--- config.mk ---
export PLATFORM = sky130hd
export DESIGN_NAME = rsync_phase_cal
export DESIGN_NICKNAME = d
export VERILOG_FILES = /design/src/rtl/rsync_phase_cal.sv
export SDC_FILE = /design/constraint.sdc
export NUM_CORES = 1
export LEC_CHECK = 0
export BUFFER_PORTS_ARGS = -buffer_cell sky130_fd_sc_hd__buf_2
export CORE_AREA = 2 2 108 110
export CTS_CLUSTER_SIZE = 8
export DETAILED_ROUTE_END_ITERATION = 10
export DIE_AREA = 0 0 110 112
export GPL_ROUTABILITY_DRIVEN = 0
export PLACE_DENSITY = 0.63
export REMOVE_ABC_BUFFERS = 1
export SLEW_MARGIN = 20
export SYNTH_ARGS = -nofsm -noshare
export SYNTH_HDL_FRONTEND = slang
export SYNTH_SLANG_ARGS = --single-unit
--- constraint.sdc ---
create_clock -name clk -period 2.74 [get_ports clk]
set_input_delay 0.274 -clock clk [delete_from_list [all_inputs] [get_ports clk]]
set_output_delay 0.274 -clock clk [all_outputs]
set_load 0.05 [all_outputs]
--- src/rtl/rsync_phase_cal.sv ---
module rsync_phase_cal #(
  parameter int NUM_GROUPS = 4,
  parameter int NUM_PHASES = 8,
  parameter int TAP_BITS   = 3,
  localparam int GW = (NUM_GROUPS > 1) ? $clog2(NUM_GROUPS) : 1,
  localparam int PW = (NUM_PHASES > 1) ? $clog2(NUM_PHASES) : 1,
  localparam int IW = PW + TAP_BITS
) (
  input  logic                     clk,
  input  logic                     rst_n,
  input  logic                     start_i,
  output logic                     busy_o,
  output logic                     done_o,
  output logic [GW-1:0]            group_o,
  output logic [PW-1:0]            phase_o,
  output logic [TAP_BITS-1:0]      tap_o,
  output logic                     step_req_o,
  input  logic                     step_ack_i,
  output logic                     chk_req_o,
  input  logic                     chk_done_i,
  input  logic                     chk_pass_i,
  output logic [NUM_GROUPS*IW-1:0] result_o,
  output logic [NUM_GROUPS-1:0]    err_o
);
  localparam int LW = IW + 1;
  localparam logic [IW-1:0] LAST_IDX = IW'(((NUM_PHASES - 1) << TAP_BITS) | ((1 << TAP_BITS) - 1));
  localparam logic [GW-1:0] LAST_GRP = GW'(NUM_GROUPS - 1);

  typedef enum logic [2:0] {S_IDLE, S_SET, S_CHK, S_DECIDE, S_APPLY} state_t;
  state_t state_q;

  logic [GW-1:0]            grp_q;
  logic [IW-1:0]            idx_q, run_start_q, best_start_q;
  logic [LW-1:0]            run_len_q, best_len_q;
  logic [NUM_GROUPS*IW-1:0] res_q;
  logic [NUM_GROUPS-1:0]    err_q;
  logic                     done_q;

  logic [LW-1:0] run_len_nx;
  logic [IW-1:0] run_start_nx, mid;

  assign run_len_nx   = chk_pass_i ? run_len_q + 1'b1 : '0;
  assign run_start_nx = (run_len_q == '0) ? idx_q : run_start_q;
  assign mid          = best_start_q + IW'((best_len_q - 1'b1) >> 1);

  assign busy_o     = (state_q != S_IDLE);
  assign done_o     = done_q;
  assign group_o    = grp_q;
  assign {phase_o, tap_o} = idx_q;
  assign step_req_o = (state_q == S_SET) || (state_q == S_APPLY);
  assign chk_req_o  = (state_q == S_CHK);
  assign result_o   = res_q;
  assign err_o      = err_q;

  always_ff @(posedge clk) begin
    if (!rst_n) begin
      state_q      <= S_IDLE;
      grp_q        <= '0;
      idx_q        <= '0;
      run_start_q  <= '0;
      run_len_q    <= '0;
      best_start_q <= '0;
      best_len_q   <= '0;
      res_q        <= '0;
      err_q        <= '0;
      done_q       <= 1'b0;
    end else begin
      done_q <= 1'b0;
      case (state_q)
        S_IDLE: if (start_i) begin
          state_q     <= S_SET;
          grp_q       <= '0;
          idx_q       <= '0;
          run_len_q   <= '0;
          best_len_q  <= '0;
          res_q       <= '0;
          err_q       <= '0;
        end
        S_SET: if (step_ack_i) state_q <= S_CHK;
        S_CHK: if (chk_done_i) begin
          run_len_q   <= run_len_nx;
          run_start_q <= run_start_nx;
          if (chk_pass_i && run_len_nx > best_len_q) begin
            best_len_q   <= run_len_nx;
            best_start_q <= run_start_nx;
          end
          if (idx_q == LAST_IDX) state_q <= S_DECIDE;
          else begin
            idx_q   <= idx_q + 1'b1;
            state_q <= S_SET;
          end
        end
        S_DECIDE: begin
          if (best_len_q == '0) begin
            err_q[grp_q]            <= 1'b1;
            res_q[grp_q*IW +: IW]   <= '0;
            idx_q                   <= '0;
          end else begin
            res_q[grp_q*IW +: IW]   <= mid;
            idx_q                   <= mid;
          end
          state_q <= S_APPLY;
        end
        S_APPLY: if (step_ack_i) begin
          if (grp_q == LAST_GRP) begin
            done_q  <= 1'b1;
            state_q <= S_IDLE;
          end else begin
            grp_q      <= grp_q + 1'b1;
            idx_q      <= '0;
            run_len_q  <= '0;
            best_len_q <= '0;
            state_q    <= S_SET;
          end
        end
        default: state_q <= S_IDLE;
      endcase
    end
  end

  assert_step_hold_R4: assert property (@(posedge clk) disable iff (!rst_n)
    step_req_o && !step_ack_i |=> step_req_o && $stable({group_o, phase_o, tap_o}));
  assert_chk_hold_R4: assert property (@(posedge clk) disable iff (!rst_n)
    chk_req_o && !chk_done_i |=> chk_req_o);
  assert_chk_after_ack_R4: assert property (@(posedge clk) disable iff (!rst_n)
    $rose(chk_req_o) |-> $past(step_ack_i) && $past(step_req_o));
  assert_no_overlap_R4: assert property (@(posedge clk) disable iff (!rst_n)
    !(step_req_o && chk_req_o));
  assert_done_pulse_R8: assert property (@(posedge clk) disable iff (!rst_n)
    done_o |=> !done_o);
  assert_done_idle_R8: assert property (@(posedge clk) disable iff (!rst_n)
    done_o |-> !busy_o);
  assert_err_sticky_R6: assert property (@(posedge clk) disable iff (!rst_n)
    busy_o && $past(busy_o) |-> (err_o & $past(err_o)) == $past(err_o));
endmodule

==> results_tabular.tex <==
\begin{tabular}{lr}
\hline
Metric & Value \\
\hline
\multicolumn{2}{l}{\textbf{Status}} \\
Run status & finished, final reports clean \\
\multicolumn{2}{l}{\textbf{Route}} \\
Routed vias/inst & 5.48 \\
DR WL/cell & 16.5 um \\
Final antenna-violating net count & 0 \\
Initial DRC count & 167 \\
Total detailed-routing wirelength & 10500 um \\
Vias after detailed routing & 3485 \\
Remaining design rule violation count & 0 \\
Number of optimization iterations in the first detailed-route pass & 5 \\
\multicolumn{2}{l}{\textbf{Global routing}} \\
Number of antenna violations at the first check in global routing & 0 \\
Largest net degree at the start of global routing & 35 \\
Via count of the first global-routing pass & 3241 \\
Global-route wire length before repair & 16800 um \\
Congestion Overflow GR & 0 \\
GRT Resource Usage Total & 17.8\% \\
\multicolumn{2}{l}{\textbf{Timing}} \\
Setup skew after layout & 5.80 ps \\
Number of hold violations in the final report & 0 \\
Final worst path period need & 2540 ps \\
Final number of setup-violating endpoints & 0 \\
Achievable frequency & 0.394 GHz \\
Least-Margin Pin Slew & 569 ps \\
Period Utilization, post-route & 92.6\% \\
Worst slew margin relative to its limit & 61.9\% \\
Setup repair after global routing missed its margin & no \\
Fin worst setup slack & 203 ps \\
Number of pins with negative max-slew slack in the final report & 0 \\
\multicolumn{2}{l}{\textbf{Worst setup path}} \\
Critical Path RT & 2970 ps \\
Crit path max fanout & 7 \\
Arrival time of data at the critical path endpoint & 2760 ps \\
Kind of launch point of the worst setup path & register \\
Kind of end point of the critical path & register \\
Critical setup path kind & register to register \\
\multicolumn{2}{l}{\textbf{Logic synthesis}} \\
Top-area cell type share of the netlist area & 34.3\% \\
Top cells by area in the synthesized netlist & dfxtp\_1 34\%, ha\_1 7.8\%, nor2\_1 3.9\%, mux2i\_1 3.6\%, a21oi\_1 3.5\% \\
Count of unique library cells instantiated by Yosys & 72 \\
Share of async-settable or async-resettable flops after synthesis & 0\% \\
Post-synthesis area per instance & 8.85 um2 \\
Synthesized netlist cell count & 436 \\
Combined area of all synthesized cells & 3860 um2 \\
Commonest register cell after synthesis & dfxtp\_1 \\
Total of flip-flops plus latches after synthesis & 66 \\
Sequential area share after synthesis & 34.3\% \\
Yosys warning count & 0 \\
Dominant cell by count in the synthesized netlist & dfxtp\_1 \\
Most area-hungry cell type in the Yosys netlist & dfxtp\_1 \\
Most frequent cells after synthesis & 66 x dfxtp\_1, 40 x nor2\_1, 30 x nand2\_1 \\
Number of synthesized flops with an enable pin & 0 \\
\multicolumn{2}{l}{\textbf{Pwr}} \\
Cell area power density & 531 nW/um2 \\
Leakage & 0.00190 uW \\
IR Drop Worst-Case VDD & 356 uV \\
\multicolumn{2}{l}{\textbf{Die}} \\
Die area & 12300 um2 \\
Number of rows in the core area & 39 \\
Area inside the core boundary & 11200 um2 \\
I/O pin count & 46 \\
Height of the die & 112 um \\
Die extent in x & 110 um \\
Initial core utilization & 34.5\% \\
\multicolumn{2}{l}{\textbf{Place}} \\
Estimated wirelength of the detail-placed design & 7860 um \\
Count of buffers from port buffering & 45 \\
Placed cells & 619 \\
Pre-CTS WS & 107 ps \\
\multicolumn{2}{l}{\textbf{Layout}} \\
Layout-stage area growth over the synthesis result & 19.2\% \\
Final standard cell count with taps included and fillers excluded & 636 \\
N\_diodes & 0 \\
End-of-flow core utilization & 41.1\% \\
Total number of nets in the final design & 519 \\
Fraction of layout instances using a drive strength above 1 & 21.1\% \\
Layout fillers & 1092 \\
\multicolumn{2}{l}{\textbf{Min path}} \\
Type of the tightest min-delay check & input pin to register \\
\multicolumn{2}{l}{\textbf{CTS}} \\
Clk\_lat worst skew & 340 ps \\
Library cell used as clock root buffer & clkbuf\_16 \\
Clock transition at the register clock pins on the worst setup and hold paths after CTS & 60 ps \\
Clock tree from TritonCTS & yes \\
Number of sinks on the clock net & 66 \\
TritonCTS buffer count & 9 \\
Hold\_buf cts & 0 \\
Longest Clk Path Bufs & 2 \\
Count of H-tree levels built during CTS & 3 \\
\multicolumn{2}{l}{\textbf{Run}} \\
Number of max-cap violations & 0 \\
\hline
\end{tabular}
-- registers in the layout (all words and copies together), names as in the netlist --
| register | flops |
|---|---|
| run_len_q | 7 |
| state_q | 3 |
| group_o | 2 |
| best_len_q | 7 |
| result_o | 24 |
| best_start_q | 6 |
| err_o | 4 |
| idx_q | 6 |
| done_o | 1 |
| run_start_q | 6 |
-- what timing repair did --
| item | in CTS | in global routing |
|---|---|---|
| resized for setup | 0 | 3 |
| buffers inserted | 0 | 1 |
| endpoints found under the setup margin | 0 | 10 |
-- kinds of logic after synthesis --
group	after synthesis	share of synthesized area [%]
flops	66	34.3
buf+inv	46	5.84
mux	15	3.92
compound gates	122	24.0
xor+xnor	15	3.41
fa+ha+maj	25	8.30
simple gates	147	20.2
-- power breakdown --
part / internal, uW / switching (uW) / leakage [uW] / total (uW)
clock: 822 / 438 / 0.000159 / 1260
sequential: 968 / 13.4 / 0.000532 / 981
combinational: 59.4 / 140 / 0.00120 / 199
-- worst max-delay path: stages (launching register included) --
cell	delay, ps
dfxtp_1	420
ha_1	240
nand2_1	70
or3_1	300
a21oi_1	220
ha_1	210
nand4_1	100
o21ai_1	290
nor2_4	50
and3_1	280
a22o_1	250
-- path summary, 6_finish.rpt --
check                                                from                    endpoint  slack [ps]  cells after the start
worst max-delay path            run_len_q[0]$_SDFFE_PN0P_  best_len_q[0]$_SDFFE_PN0P_         200                     10
worst min-delay path                           step_ack_i           done_o$_SDFF_PN0_         250                      3
worst max register to register  run_len_q[0]$_SDFFE_PN0P_  best_len_q[0]$_SDFFE_PN0P_         200                     10
worst min register to register  result_o[11]$_SDFFE_PN0P_   result_o[11]$_SDFFE_PN0P_         450                      2
-- stage by stage --
stage          area, um2  setup TNS, ps  hold WS (ps)  total power, uW
2_1_floorplan       3730          -2880           405             1130
3_3_place_gp        4260              0           441             1190
3_5_place_dp        4260              0           446             1200
4_1_cts             4580              0           242             2460
5_1_grt             4600              0           268             2530
6_report            4600              0           254             2440
-- layout make-up --
type / instances / area (um2) / share of cell area [%]
flip-flops and latches: 66 / 1320 / 28.7
multi-input cells: 324 / 2320 / 50.4
repair buffers: 62 / 353 / 7.67
clock buffers: 10 / 239 / 5.20
clock inverters: 6 / 90.1 / 1.96
inverters: 25 / 98.8 / 2.15
well taps: 143 / 179 / 3.89
-- routing by layer --
| metal | vias to the layer above | GRT usage, % | wire, um |
|---|---|---|---|
| met5 | - | 0 | 0 |
| met4 | 0 | 6.41 | 190 |
| met3 | 14 | 4.22 | 726 |
| met2 | 110 | 26.3 | 4700 |
| met1 | 1652 | 25.0 | 4870 |
| li1 | 1709 | - | - |
-- cells in the final DEF, fill, tap and decap left out, types with 4 or more instances in the layout --
cell,instances
a211oi_1,4
a21o_1,7
a21oi_1,27
a21oi_2,5
a22o_1,10
a22oi_1,9
a311oi_2,4
a32o_1,8
a32oi_1,4
and3_1,6
buf_2,45
buf_4,17
clkbuf_16,9
dfxtp_1,66
ha_1,24
inv_1,22
mux2i_1,14
nand2_1,30
nand2b_1,5
nand3_1,24
nor2_1,40
nor2b_1,4
nor3_1,7
o21ai_0,9
o21ai_1,4
or3_1,5
xnor2_1,11
xor2_1,4
Note: power is estimated with default switching activity, not from simulation.
